===== src/rtl/wallbot_pkg.sv =====
package wallbot_pkg;

    typedef enum logic [1:0] {
        ST_CRUISE  = 2'b00,
        ST_BACKOFF = 2'b01,
        ST_SEEK    = 2'b10,
        ST_HUG     = 2'b11
    } mode_t;

    localparam int MODE_W = $bits(mode_t);

    typedef struct packed {
        logic left;
        logic right;
    } touch_t;

    typedef struct packed {
        logic fwd;
        logic tl;
        logic tr;
    } drive_t;

    localparam int DRIVE_W = $bits(drive_t);

    // Successor of a mode for one sensor sample.
    function automatic mode_t mode_next(mode_t cur, touch_t t);
        mode_t nxt;
        nxt = cur;
        unique case (cur)
            ST_CRUISE:  if (t.left || t.right) nxt = ST_BACKOFF;
            ST_BACKOFF: if (!t.left && !t.right) nxt = ST_SEEK;
            ST_SEEK: begin
                if (t.left)       nxt = ST_BACKOFF;
                else if (t.right) nxt = ST_HUG;
            end
            ST_HUG: begin
                if (t.left)        nxt = ST_BACKOFF;
                else if (!t.right) nxt = ST_SEEK;
            end
            default: nxt = ST_CRUISE;
        endcase
        return nxt;
    endfunction

    // Moore output pattern of a mode.
    function automatic drive_t mode_drive(mode_t m);
        drive_t d;
        unique case (m)
            ST_CRUISE:  d = '{fwd: 1'b1, tl: 1'b0, tr: 1'b0};
            ST_BACKOFF: d = '{fwd: 1'b0, tl: 1'b1, tr: 1'b0};
            ST_SEEK:    d = '{fwd: 1'b1, tl: 1'b0, tr: 1'b1};
            ST_HUG:     d = '{fwd: 1'b1, tl: 1'b1, tr: 1'b0};
            default:    d = '{fwd: 1'b1, tl: 1'b0, tr: 1'b0};
        endcase
        return d;
    endfunction

endpackage


===== src/rtl/wb_next_mode.sv =====
module wb_next_mode
    import wallbot_pkg::*;
(
    input  mode_t  cur,
    input  touch_t touch,
    output mode_t  nxt
);
    always_comb nxt = mode_next(cur, touch);
endmodule


===== src/rtl/wb_mode_reg.sv =====
module wb_mode_reg
    import wallbot_pkg::*;
#(
    parameter mode_t RESET_MODE = ST_CRUISE
) (
    input  logic  clk,
    input  logic  rst,
    input  logic  en,
    input  mode_t nxt,
    output mode_t cur
);
    always_ff @(posedge clk) begin
        if (rst)     cur <= RESET_MODE;
        else if (en) cur <= nxt;
    end
endmodule


===== src/rtl/wb_drive_decode.sv =====
module wb_drive_decode
    import wallbot_pkg::*;
(
    input  mode_t  cur,
    output drive_t drive
);
    always_comb drive = mode_drive(cur);
endmodule


===== src/rtl/wallbot_ctrl.sv =====
module wallbot_ctrl
    import wallbot_pkg::*;
(
    input  logic clk,
    input  logic rst,
    input  logic step_en,
    input  logic sense_l,
    input  logic sense_r,
    output logic cmd_fwd,
    output logic cmd_tl,
    output logic cmd_tr
);
    touch_t touch;
    mode_t  mode_q;
    mode_t  mode_d;
    drive_t drive;

    assign touch = '{left: sense_l, right: sense_r};

    wb_next_mode i_next (
        .cur   (mode_q),
        .touch (touch),
        .nxt   (mode_d)
    );

    wb_mode_reg #(.RESET_MODE(ST_CRUISE)) i_reg (
        .clk (clk),
        .rst (rst),
        .en  (step_en),
        .nxt (mode_d),
        .cur (mode_q)
    );

    wb_drive_decode i_dec (
        .cur   (mode_q),
        .drive (drive)
    );

    assign cmd_fwd = drive.fwd;
    assign cmd_tl  = drive.tl;
    assign cmd_tr  = drive.tr;
endmodule


===== config.mk =====
export PLATFORM = sky130hd
export DESIGN_NAME = wallbot_ctrl
export DESIGN_NICKNAME = d
export VERILOG_FILES = /design/src/rtl/wallbot_pkg.sv /design/src/rtl/wb_next_mode.sv /design/src/rtl/wb_mode_reg.sv /design/src/rtl/wb_drive_decode.sv /design/src/rtl/wallbot_ctrl.sv
export SDC_FILE = /design/constraint.sdc
export NUM_CORES = 1
export LEC_CHECK = 0
export BUFFER_PORTS_ARGS = -buffer_cell sky130_fd_sc_hd__buf_2
export CAP_MARGIN = 5
export CORE_AREA = 2 2 39 41
export CTS_CLUSTER_SIZE = 25
export DETAILED_ROUTE_END_ITERATION = 16
export DIE_AREA = 0 0 41 43
export PLACE_DENSITY_LB_ADDON = 0.2
export RECOVER_POWER = 25
export SLEW_MARGIN = 20
export SYNTH_ARGS = -nofsm -noshare
export SYNTH_HDL_FRONTEND = slang
export SYNTH_SLANG_ARGS = --single-unit
export TNS_END_PERCENT = 1

===== constraint.sdc =====
create_clock -name clk -period 1.1 [get_ports clk]
set_input_delay 0.22 -clock clk [delete_from_list [all_inputs] [get_ports clk]]
set_output_delay 0.22 -clock clk [all_outputs]
set_load 0.1 [all_outputs]

* Word level (Yosys, flattened, before mapping)
Cells that the tools add are included.
Word-level totals: flip-flop bits (word level) 2, bits in latches 0, RAM bits 0, ROM bits 0, input bits 5, output and inout bits 3, logic and storage cells 22, memories kept 0
Operators by class: $add $sub $neg 0, multiply operators 0, divide/modulo/power cells 0, order comparisons 0, equal/unequal tests 7, shifts and indexed selects 0, mux-type cells 8, bitwise operators 0, reductions and logical operators 6
Operators by type and width (count):
- $mux 2 | 6
- $pmux 3 s4 | 1
- $pmux 2 s4 | 1
- $ne 3x3->1 const B | 2
- $reduce_and 5->1 | 1
- $eq 2x2->1 const B | 2
- $ne 2x2->1 const B | 2
- $eq 2x1->1 const B | 1
- $logic_not 1->1 | 2
- $logic_not 2->1 | 1
- $logic_and 1x1->1 | 1
- $logic_or 1x1->1 | 1

* Depth between registers and ports, before layout
depth after elaboration 4, gate-level depth with buffers 2, mapped depth without buffers 2

* By module
From an unflattened synthesis, not the netlist that was laid out.
Unflattened totals: cells, all modules 13, area total of the unflattened synthesis 108.9 um^2
By module, submodules not included:
- wb_mode_reg | instances 1, cells each 6, area an instance 67.6 um^2, seq. area each 40.0 um^2
- wb_next_mode | instances 1, cells each 4, area an instance 25.0 um^2, seq. area each 0.0 um^2
- wb_drive_decode | instances 1, cells each 3, area an instance 16.3 um^2, seq. area each 0.0 um^2

* Least setup slack after synthesis
OpenSTA, ideal clock, no wires.
path type register to output, from register i_reg.cur[1], to output cmd_tr, data arrival time 1611 ps, data required time 880 ps, setup slack -731 ps, cell stages (with the launch flop) 3, buffers on the path 0, path through dfxtp_1 inv_1 nor2_1
On the way: longest elaborated chain between the ends 2, elaborated cells on any way between the ends 5, those cells by class eq/ne: 3; mux: 1; reduce/logical: 1
Ends and longest elaborated chain:
- from (decl) | line wb_mode_reg.sv:10 | output mode_t cur
- from (signal assigned) | line wb_mode_reg.sv:14 | else if (en) cur <= nxt;
- $eq 2x2->1 (tied with other cells) | line wallbot_pkg.sv:48 | unique case (m)
- $pmux 3 s4 * | line wallbot_pkg.sv:48
- to (decl) | line wallbot_ctrl.sv:11 | output logic cmd_tr
Mark *: on every way between the ends. The rest lies on a longest branch, timed or not.

* Worst setup path after layout
Ends and elaborated chain as after synthesis.

==> results.toml <==
[setup_path]
regToRegSetupSlack_ns = 0.32
cp_slowest_stage_delay_ns = 0.31
critical_path_class = "register to output pin"
worst_setup_ep_type = "output pin"
top_fanout_value_on_the_critical_path = 3
startpoint_type = "register"
worst_path_required_time_ns = 0.88
cp_cell_instances = "inv_2, nor2_4, buf_12"
cp_num_buf_inv = 2
timing.critical_path.max_delay_family = "flip-flops"
worst_path_max_delay_cell = "sky130_fd_sc_hd__dfxtp_2"
crit_arrival_ns = 0.87

[floorplan]
effective_utilization_at_floorplan_pct = 6.69
die_w_um = 41
die-height_um = 43
design.portCount = 8
num_rows = 14
fp.dieArea_um2 = 1760
coreArea_um2 = 1380

[synthesis]
synth_xor_area_share_pct = 0
yosys.area_share.adder_pct = 0
yosysUniqueCellTypes = 8
ys_seq_area_share_pct = 43.2
netlist_instances = 11
synth_compound_gate_area_share_pct = 24.3
synth.net_count = 16
post_synth_mux_area_share_pct = 0
synthesis.yosys.warnings = 0
avgSynthCellArea_um2 = 8.42
post_synth_and_or_nand_nor_area_fraction_pct = 24.3
combinational_family_with_the_most_area_after_synthesis = "compound AO/OA/AOI/OAI gates"
ys_seq_elements = 2
syn_area_um2 = 92.6

[power]
report.power.total_uw = 346
irDropWorstVdd_mv = 0.263
power_density_nw_per_um2 = 1480
leakage_nw = 0.0915

[finish]
max_reg_flops = 2
nFillCells = 152
layout-area-overhead-vs-synth_pct = 153
antenna_cells = 0
post_route_cells_drive_above_1_share_pct = 81.0
top_register = "i_reg.cur"
layout_common_cells = "4 x sky130_fd_sc_hd__buf_2, 3 x sky130_fd_sc_hd__clkbuf_4, 3 x sky130_fd_sc_hd__buf_12"
most_common_cell_after_layout_fill_and_taps_aside = "sky130_fd_sc_hd__buf_2"
multi_input_area_um2 = 55.1
final_nets = 28
finish.utilization_pct = 16.9
ff_latch_area_um2 = 45.0
reg_top3 = "i_reg.cur x2"

[detailed_routing]
vias_per_cell = 3.00
post_drt_wl_per_cell_um = 7.41
drtAntennaViolNets = 0
finalWirelength_um = 274
drc_errors = 0
drt-pass1-iter-count = 2
vias = 111
iteration_0_drc_count_of_the_detailed_router = 4

[timing]
period_needed_ns = 1.09
timing.slew.headroom_pct = 88.0
fmaxAchievable_mhz = 915
transition_at_the_pin_with_the_smallest_max_transition_slack_ns = 0.178
fin_worst_skew_ns = 0.00302
timing.final.setup_violations = 0
final-hold-violation-count = 0
slew_violations = 0
period_share_pct = 99.4
rsz0062_at_grt = "true"

[run_status]
run_status = "finished clean"

[clocking]
worst_setup_hold_path_clk_slew_ns = 0.03
clock-sinks = 2
clock_insertion_delay_worst_skew_ns = 0.22
tritoncts.num_buffers = 3
cts_root_buf = "sky130_fd_sc_hd__clkbuf_4"
cts_tree = "done"
ctsLongestPathBuffers = 2
cts.hold.buffers_added = 0
htree_levels = 1

[grt]
grt_start_max_net_pins = 6
overflow_left_after_global_routing = 0
global_route_wire_length_before_repair_um = 489
antenna_violations_before_repair = 0
grt_pass1_vias = 125
gr-usage-all-layers_pct = 4.90

[min_path]
hold_path_class = "input port to register"

[place]
place.gp.congestion = 0.608
i_o_buffers = 7

[flow_run]
max_cap_viol_count = 0
## per-layer routing
layer | vias up | track usage [%] | wire length [um]
met5 | - | 0 | 0
met4 | 0 | 8.00 | 0
met3 | 0 | 3.14 | 41
met2 | 8 | 4.69 | 106
met1 | 46 | 5.10 | 127
li1 | 57 | - | -
## power by group
| part | internal (mW) | total [mW] | switching, mW |
|---|---|---|---|
| combinational | 0.0375 | 0.102 | 0.0640 |
| clock | 0.120 | 0.160 | 0.0395 |
| sequential | 0.0771 | 0.0845 | 0.00747 |
## cell usage after synthesis
library cell,n,share of area (%)
sky130_fd_sc_hd__a211oi_1,1,8.1
sky130_fd_sc_hd__a221oi_2,1,16
sky130_fd_sc_hd__clkbuf_1,1,4.1
sky130_fd_sc_hd__dfxtp_1,2,43
sky130_fd_sc_hd__inv_1,1,4.1
sky130_fd_sc_hd__nand2_1,1,4.1
sky130_fd_sc_hd__nand3b_1,1,8.1
sky130_fd_sc_hd__nor2_1,3,12
## layout make-up
class	instances	share of cell area, %
tap	16	8.56
clock buffer	3	9.63
inverter	1	1.60
sequential	2	19.3
multi-input combinational	7	23.5
timing repair buffer	8	37.4
## worst reg2reg max path: stages, from the launching register on
cell	delay (ns)
sky130_fd_sc_hd__dfxtp_2	0.31
sky130_fd_sc_hd__inv_2	0.05
sky130_fd_sc_hd__buf_4	0.13
sky130_fd_sc_hd__a221oi_2	0.21
## what timing repair did
action / CTS / global route
gates resized for setup: 5 / 1
pin swaps: 1 / 1
buffers inserted: 0 / 1
endpoints found under the setup margin: 3 / 2
## kinds of logic after synthesis
group	count (synthesis)
buffers and inverters	2
and+or+nand+nor	5
DFF	2
AOI/OAI and AO/OA	2
## worst paths after layout
kind | from | to | depth (start not counted)
max | i_reg.cur[1] | cmd_tr | 3
min | rst | i_reg.cur[1] | 2
min reg2reg | i_reg.cur[0] | i_reg.cur[1] | 2
max reg2reg | i_reg.cur[1] | i_reg.cur[1] | 3
## per-stage QoR
| stage | instances | hold WS [ns] | worst slack [ns] | cell area [um2] | TNS, ns |
|---|---|---|---|---|---|
| finish | 37 | 0.167 | 0.00659 | 234 | 0 |
| global placement | 33 | 0.401 | 0.134 | 191 | 0 |
| floorplan | 11 | 0.286 | -0.277 | 96.3 | -0.398 |
| detailed placement | 33 | 0.405 | 0.0947 | 191 | 0 |
| CTS | 36 | 0.164 | -0.0222 | 225 | -0.0222 |
| global route | 37 | 0.155 | -0.0355 | 234 | -0.0489 |
No activity file was read; power rests on OpenSTA's default activity.
